--- src/rtl/iv_tx_pkg.sv ---
package iv_tx_pkg;
  typedef enum logic [2:0] {
    ST_IDLE,
    ST_SAMPLE,
    ST_SELECT,
    ST_WAIT_HI,
    ST_WAIT_LO,
    ST_BLANK
  } seq_state_e;
endpackage

--- src/rtl/iv_pulse_gen.sv ---
module iv_pulse_gen #(
  parameter int PULSE_W = 2
) (
  input  logic clk_i,
  input  logic rst_ni,
  input  logic fire_i,
  output logic line_o,
  output logic idle_o
);
  localparam int CW = $clog2(PULSE_W + 1);

  logic [CW-1:0] cnt_q;

  always_ff @(posedge clk_i or negedge rst_ni) begin
    if (!rst_ni)                cnt_q <= '0;
    else if (fire_i)            cnt_q <= CW'(PULSE_W);
    else if (cnt_q != '0)       cnt_q <= cnt_q - CW'(1);
  end

  assign line_o = (cnt_q != '0);
  assign idle_o = (cnt_q == '0);

  // a new pulse never starts on top of a running one
  a_r5_no_overlap: assert property (@(posedge clk_i) disable iff (!rst_ni)
    fire_i |-> !line_o);
  // a fired pulse is high in the next cycle
  a_r4_pulse_starts: assert property (@(posedge clk_i) disable iff (!rst_ni)
    fire_i |=> line_o);
endmodule

--- src/rtl/iv_tmo_timer.sv ---
module iv_tmo_timer #(
  parameter int TIMEOUT = 4096
) (
  input  logic clk_i,
  input  logic rst_ni,
  input  logic clr_i,
  input  logic run_i,
  output logic exp_o
);
  localparam int CW = $clog2(TIMEOUT + 1);

  logic [CW-1:0] cnt_q;
  logic          exp_q;

  always_ff @(posedge clk_i or negedge rst_ni) begin
    if (!rst_ni) begin
      cnt_q <= '0;
      exp_q <= 1'b0;
    end else if (clr_i) begin
      cnt_q <= '0;
      exp_q <= 1'b0;
    end else if (run_i) begin
      if (cnt_q == CW'(TIMEOUT - 1)) exp_q <= 1'b1;
      else                           cnt_q <= cnt_q + CW'(1);
    end
  end

  assign exp_o = exp_q;

  // expiry holds until the next select clears it
  a_r9_exp_hold: assert property (@(posedge clk_i) disable iff (!rst_ni)
    (exp_o && !clr_i) |=> exp_o);
endmodule

--- src/rtl/iv_tx_sequencer.sv ---
module iv_tx_sequencer
  import iv_tx_pkg::*;
#(
  parameter int N_CH    = 64,
  parameter int PULSE_W = 2,
  parameter int BLANK_W = 4,
  parameter int TIMEOUT = 4096
) (
  input  logic                          clk_i,
  input  logic                          rst_ni,
  input  logic                          frame_start_i,
  input  logic                          cmp_i,
  output logic                          sample_o,
  output logic                          ch_sel_o,
  output logic [$clog2(N_CH)-1:0]       ch_idx_o,
  output logic                          line_o,
  output logic                          frame_done_o,
  output logic                          err_o
);
  localparam int CH_W = $clog2(N_CH);
  localparam int BL_W = $clog2(BLANK_W + 1);
  localparam logic [CH_W-1:0] LAST_CH = CH_W'(N_CH - 1);

  seq_state_e      st_q;
  logic [CH_W-1:0] ch_q;
  logic [BL_W-1:0] bcnt_q;
  logic            end_seen_q, err_q, done_q;

  logic line_idle, tmo_exp;
  logic fire_start, fire_stop, ended, tmo_run, blank_last;

  always_comb begin
    ended      = end_seen_q || (st_q == ST_WAIT_LO && !cmp_i);
    fire_start = (st_q == ST_WAIT_HI) && (cmp_i || tmo_exp);
    fire_stop  = (st_q == ST_WAIT_LO) && (ended || tmo_exp) && line_idle;
    tmo_run    = (st_q == ST_WAIT_HI || st_q == ST_WAIT_LO) && !ended && !tmo_exp;
    blank_last = (bcnt_q == BL_W'(BLANK_W - 1));
  end

  iv_pulse_gen #(.PULSE_W(PULSE_W)) u_pulse (
    .clk_i  (clk_i),
    .rst_ni (rst_ni),
    .fire_i (fire_start | fire_stop),
    .line_o (line_o),
    .idle_o (line_idle)
  );

  iv_tmo_timer #(.TIMEOUT(TIMEOUT)) u_tmo (
    .clk_i  (clk_i),
    .rst_ni (rst_ni),
    .clr_i  (st_q == ST_SELECT),
    .run_i  (tmo_run),
    .exp_o  (tmo_exp)
  );

  always_ff @(posedge clk_i or negedge rst_ni) begin
    if (!rst_ni) begin
      st_q       <= ST_IDLE;
      ch_q       <= '0;
      bcnt_q     <= '0;
      end_seen_q <= 1'b0;
      err_q      <= 1'b0;
      done_q     <= 1'b0;
    end else begin
      err_q  <= err_q | tmo_exp;
      done_q <= 1'b0;
      unique case (st_q)
        ST_IDLE: if (frame_start_i) begin
          st_q <= ST_SAMPLE;
          ch_q <= '0;
        end
        ST_SAMPLE: st_q <= ST_SELECT;
        ST_SELECT: begin
          end_seen_q <= 1'b0;
          st_q       <= ST_WAIT_HI;
        end
        ST_WAIT_HI: if (fire_start) st_q <= ST_WAIT_LO;
        ST_WAIT_LO: begin
          if (!cmp_i) end_seen_q <= 1'b1;
          if (fire_stop) begin
            st_q   <= ST_BLANK;
            bcnt_q <= '0;
          end
        end
        ST_BLANK: if (line_idle) begin
          if (!blank_last) begin
            bcnt_q <= bcnt_q + BL_W'(1);
          end else if (ch_q == LAST_CH) begin
            st_q   <= ST_IDLE;
            done_q <= 1'b1;
          end else begin
            ch_q <= ch_q + CH_W'(1);
            st_q <= ST_SELECT;
          end
        end
        default: st_q <= ST_IDLE;
      endcase
    end
  end

  assign sample_o     = (st_q == ST_SAMPLE);
  assign ch_sel_o     = (st_q == ST_SELECT);
  assign ch_idx_o     = ch_q;
  assign frame_done_o = done_q;
  assign err_o        = err_q;

  // strobe is followed directly by the first select
  a_r2_sample_then_sel: assert property (@(posedge clk_i) disable iff (!rst_ni)
    sample_o |=> (ch_sel_o && ch_idx_o == '0));
  // select is a single-cycle pulse
  a_r3_sel_single: assert property (@(posedge clk_i) disable iff (!rst_ni)
    ch_sel_o |=> !ch_sel_o);
  // index only steps up by one or restarts at zero
  a_r3_idx_ascending: assert property (@(posedge clk_i) disable iff (!rst_ni)
    !$stable(ch_idx_o) |-> (ch_idx_o == $past(ch_idx_o) + CH_W'(1) || ch_idx_o == '0));
  // done is a single-cycle pulse
  a_r7_done_single: assert property (@(posedge clk_i) disable iff (!rst_ni)
    frame_done_o |=> !frame_done_o);
  // error flag is sticky
  a_r9_err_sticky: assert property (@(posedge clk_i) disable iff (!rst_ni)
    err_o |=> err_o);
  // no line activity while a select is issued
  a_r6_quiet_at_sel: assert property (@(posedge clk_i) disable iff (!rst_ni)
    ch_sel_o |-> !line_o);
endmodule

--- config.mk ---
export PLATFORM = sky130hd
export DESIGN_NAME = iv_tx_sequencer
export DESIGN_NICKNAME = d
export VERILOG_FILES = /design/src/rtl/iv_tx_pkg.sv /design/src/rtl/iv_pulse_gen.sv /design/src/rtl/iv_tmo_timer.sv /design/src/rtl/iv_tx_sequencer.sv
export SDC_FILE = /design/constraint.sdc
export NUM_CORES = 1
export LEC_CHECK = 0
export ABC_AREA = 1
export BUFFER_PORTS_ARGS = -buffer_cell sky130_fd_sc_hd__buf_4
export CORE_MARGIN = 5
export CORE_UTILIZATION = 35
export CTS_CLUSTER_DIAMETER = 50
export DETAILED_ROUTE_END_ITERATION = 16
export PLACE_DENSITY = 0.63
export REMOVE_ABC_BUFFERS = 1
export SYNTH_ARGS = -nofsm -noshare
export SYNTH_HDL_FRONTEND = slang
export SYNTH_HIERARCHICAL = 1
export SYNTH_SLANG_ARGS = --single-unit
--- constraint.sdc ---
create_clock -name clk_i -period 1.6 [get_ports clk_i]
set_clock_uncertainty 0.2 [all_clocks]
set_input_delay 0.32 -clock clk_i [delete_from_list [all_inputs] [get_ports clk_i]]
set_output_delay 0.32 -clock clk_i [all_outputs]
set_load 0.1 [all_outputs]
# [Word-level counts from Yosys, hierarchy flattened]
# Index checks and enable logic that the tools add are counted.
[classes] addsub=4 n_eq_ne=17 n_mux=30 bitwise_logic=2 n_reduce_logical=28
[op_table] operator="13-bit 2-to-1 mux" count=3
[op_table] operator="3-bit 2-to-1 mux" count=8
[op_table] operator="6-bit 2-to-1 mux" count=4
[op_table] operator="2-bit inequality test (second input constant)" count=9
[op_table] operator="3-bit one-hot mux with 6 select lines" count=1
[op_table] operator="2-bit nonzero test" count=7
[op_table] operator="13-bit by 1-bit adder with 13-bit output (second input constant)" count=1
[op_table] operator="13-bit by 12-bit equality test with 1-bit output (second input constant)" count=1
[op_table] operator="6-bit one-hot mux with 2 select lines" count=1
[op_table] operator="5-bit AND reduction" count=2
[op_table] operator="3-bit by 2-bit equality test with 1-bit output (second input constant)" count=3
[op_table] operator="1-bit 2-to-1 mux" count=8
[op_table] operator="6-bit by 1-bit adder with 6-bit output (second input constant)" count=1
[op_table] operator="3-bit equality test (second input constant)" count=2
[op_table] operator="6-bit equality test (second input constant)" count=1
[op_table] operator="1-bit logical AND" count=6
[op_table] operator="2-bit 2-to-1 mux" count=3
[op_table] operator="3-bit one-hot mux with 2 select lines" count=1
[op_table] operator="2-bit AND reduction" count=3
[op_table] operator="1-bit logical OR" count=4
[op_table] operator="4-bit AND reduction" count=1
[op_table] operator="3-bit by 1-bit adder with 3-bit output (second input constant)" count=1
[op_table] operator="3-bit by 1-bit equality test with 1-bit output (second input constant)" count=1
[op_table] operator="1-bit zero test" count=3
[op_table] operator="5 further kinds" count=6
[totals] regBits=31 word_cells=90

# [Longest topological paths before layout]
[depth] word_depth=8 depth_mapped=11 mapped_depth_nobuf=11

# [Hierarchy]
# The synthesis kept the hierarchy.
[modules_own_cells] mod="iv_tx_sequencer" n_inst=1 cells_per_inst=130 area_per_inst_um2=952.2 seq_area_each_um2=375.4
[modules_own_cells] mod="iv_tmo_timer" n_inst=1 cells_per_inst=104 area_per_inst_um2=849.6 seq_area_each_um2=350.3
[modules_own_cells] mod="iv_pulse_gen" n_inst=1 cells_per_inst=15 area_per_inst_um2=135.1 seq_area_each_um2=50.0

# [Least setup slack after synthesis]
# Ideal clock, no wire load.
[synth_path] kind="reg-to-reg" from="reg st_q[2]" to="reg u_tmo.cnt_q[2]" t_arrival_ns=1.969 slack_ns=-0.692 stages_incl_launch_ff=11 period_less_slack_ns=2.292 cell_sequence="dfrtp_1 -> buf_4 -> inv_1 -> nand3_1 -> inv_1 -> inv_1 -> nand3_2 -> nand2_4 -> buf_12 -> nand2_1 -> o21ai_2"
[synth_between] elab_cells_between_ends=13
[synth_rtl] element="from (decl)" line="iv_tx_sequencer.sv:24" source="seq_state_e st_q;"
[synth_rtl] element="from (signal assigned)" line="iv_tx_sequencer.sv:58" source="st_q <= ST_IDLE;"
[synth_rtl] element="from (signal assigned)" line="iv_tx_sequencer.sv:69" source="st_q <= ST_SAMPLE;"
[synth_rtl] element="from (signal assigned)" line="iv_tx_sequencer.sv:72" source="ST_SAMPLE: st_q <= ST_SELECT;"
[synth_rtl] element="3-bit by 2-bit equality test with 1-bit output *"
[synth_rtl] element="net ch_sel_o" line="iv_tx_sequencer.sv:14" source="output logic ch_sel_o,"
[synth_rtl] element="2-bit inequality test (no source line) or 2-bit nonzero test (tied branches)"
[synth_rtl] element="2-bit AND reduction (no source line)"
[synth_rtl] element="to (signal assigned)" line="iv_tmo_timer.sv:24" source="else cnt_q <= cnt_q + CW'(1);"
[synth_rtl] element="to (decl)" line="iv_tmo_timer.sv:12" source="logic [CW-1:0] cnt_q;"
# The timed path passes the listed nets; every way through them passes the cells marked *.
# A chain may end at the register's enable or synchronous reset.

==> run summary <==
status: finished, violations left
failing checks: setup timing
GRT Total Usage: 15.0%
most frequent cell after synthesis: nand2_1
critical path class: register to register
via count: 1898
DRT iter0 DRCs: 44
mux contribution to synthesized area: 0%
sequential area share after synthesis: 40.1%
Ant. Diodes: 0
# port buffers: 14
Final Util: 56.8%
Die X: 84.4 um
routed length per instance: 13.0 um
CP Launch Type: register
fin worst setup slack: -183 ps
Synth Register Bits: 31
Slew headroom: 72.6%
largest net degree at the start of global routing: 32
Initial Utilization: 35.6%
top post-synthesis cells by area: dfrtp_1 40%, nand2_1 14%, nand3_1 5.2%, inv_1 5.0%, nor2_1 4.7%
Fill cells: 479
Mapped Avg Cell Area: 7.78 um2
Max-Cap Viols: 0
VDD IR max: 1.27 mV
simple-gate share of the synthesized area: 35.1%
Num CTS Buffers: 5
first-pass GRT wire length: 8510 um
clk_lat worst skew: 290 ps
Commonest cells post-synth: 73 x nand2_1, 31 x dfrtp_1, 26 x inv_1, 24 x nor2_1, 20 x nand3_1
clk sinks: 31
Die H: 84.4 um
routability cong.: 0.832
antenna viol nets, final: 0
Clock transition at path regs: 70 ps
adder-cell share of the synthesized area: 3.88%
RSZ-0062 raised after global routing: true
CP Cell Sequence: ha_4 > ha_4 > nand2_4 > nand4_1 > nand2_2 > nor2_4 > nand2_2 > nor2_2 > inv_2 > nand3_2 > nand2_2
Die Area: 7120 um2
grt total ovfl: 0
async set-reset flop share out of synthesis: 100%
Root Buffer: clkbuf_8
Crit Path Max Fanout: 3
Std-Cell Rows: 27
first drt pass iteration count: 4
yosys warns: 6
Worst path max stage delay: 400 ps
Unique masters post-synth: 27
period utilization: 111%
Worst Tran Pin Value: 411 ps
core area: 5440 um2
xor and xnor fraction of the mapped netlist area: 4.07%
cell taking the most area after synthesis: dfrtp_1
CTS tree: done
setup violators final: 29
dpl hpwl: 3060 um
Vias/cell: 4.67
Hold Path Class: input pin to register
Layout Cells excl Fill: 406
share of the synthesized area in the top cell type: 40.1%
largest family of logic cells by synthesized area: simple AND/OR/NAND/NOR gates
worst endpoint required time: 1590 ps
Clock Path Buffers: 2
Routed WL: 5260 um
Power Density: 1770 nW/um2
placed cells: 372
H-tree depth: 2
vias in the first global route: 1960
residual DRC count: 0
leakage power: 1.46 nW
Fmax: 561 MHz
Top Ports: 15
share of cells above drive strength 1: 52.4%
CP max stage cell: dfrtp_1
Worst path most repeated cell: nand2_2
crit path time final: 1780 ps
Placement Setup Slack: -144 ps
Compound-Gate Fraction of Synth Area: 8.27%
Final Net Count: 343
Top FF cell, synth: dfrtp_1
Critical Path AT: 1770 ps
crit end category: register
Mapped Area: 1940 um2
initial antenna violation count: 0
Layout area overhead: 59.4%
final hold violations: 0
number of flops mapped to enable cells by yosys: 0
Slew Limit Fails: 0
Synth Instances: 249
-- cell usage in the layout, fill, tap and decap left out, types with 4 or more instances in the layout --
cell and instances:
inv_2 7, dfrtp_1 28, clkbuf_8 6, nand2_2 20, nand4_1 5, nand3_1 14, buf_4 61, a21oi_1 4
nor2_1 20, ha_4 5, nand2_4 9, buf_6 16, inv_1 20, nor2_4 5, xor2_1 6, nand2_1 51
o21ai_2 11, nor2_2 6, nand3_2 8
-- state kept, by name, indices dropped and copies added (netlist names) --
signal and count:
end_seen_q 1, st_q 3, u_pulse/cnt_q 2, bcnt_q 3
frame_done_o 1, u_tmo/exp_o 1, ch_idx_o 6, u_tmo/cnt_q 13
err_o 1
-- path summary, 6_finish.rpt --
path | startpoint | to | slack, ps | cells after the start
hold reg to reg | err_o | err_o | 280 | 1
min in group asynchronous | rst_ni | bcnt_q[1] | 300 | 2
setup / recovery | bcnt_q[1] | u_pulse/cnt_q[0] | -180 | 11
max in group asynchronous | rst_ni | st_q[1] | 580 | 2
hold / removal | cmp_i | end_seen_q | 120 | 4
setup reg to reg | bcnt_q[1] | u_pulse/cnt_q[0] | -180 | 11
-- routing by layer --
layer  share of wire, %  GRT usage, %  wire length (um)
met5                  0             0                 0
met4                2.2          5.76               114
met3                2.5          4.42               129
met2                 56          26.9              2920
met1                 40          16.6              2090
-- per-stage QoR --
stage / setup TNS (ps) / hold WS (ps) / total power, W / cell area [um2]
floorplan: -13700 / -176 / 0.00248 / 1880
global placement: -1630 / 87.1 / 0.00339 / 2390
detailed placement: -2550 / 86.3 / 0.00344 / 2390
CTS: -1610 / 117 / 0.00506 / 2860
global route: -6210 / 127 / 0.00583 / 3090
finish: -3340 / 121 / 0.00548 / 3090
-- critical path: cells and delay by family, from the launching register on --
kind	cells	cell delay, ps
buffers and inverters	1	60
adders and majority gates	2	300
and+or+nand+nor	8	690
DFF	1	400
-- cell type report --
class | instances | area, um2 | area share [%]
multi-input combinational | 184 | 1270 | 41.2
sequential | 31 | 779 | 25.3
timing repair buffer | 81 | 708 | 22.9
inverter | 30 | 120 | 3.89
tap | 72 | 90.1 | 2.92
clock buffer | 6 | 82.6 | 2.68
clock inverter | 2 | 35.0 | 1.13
-- power by group --
| group | switching (W) | internal, W |
|---|---|---|
| clock network | 0.000320 | 0.000504 |
| logic | 0.00194 | 0.00162 |
| registers | 0.000155 | 0.000939 |
-- cells by family after synthesis --
| group | count (synthesis) |
|---|---|
| AO/OA/AOI/OAI | 22 |
| XOR/XNOR | 9 |
| adder cells (fa/ha/maj) | 6 |
| buffers and inverters | 35 |
| flip-flops | 31 |
| AND/OR/NAND/NOR | 146 |
-- timing repair --
item                                    CTS  global route
resized for setup                        67            38
gates cloned                              1             0
pin swaps                                16            23
setup buffers                            15            12
endpoints found under the setup margin   30            37
hold endpoints to repair                 31             0
hold buffers                              1             0
Power figures use the tool's default switching activity.
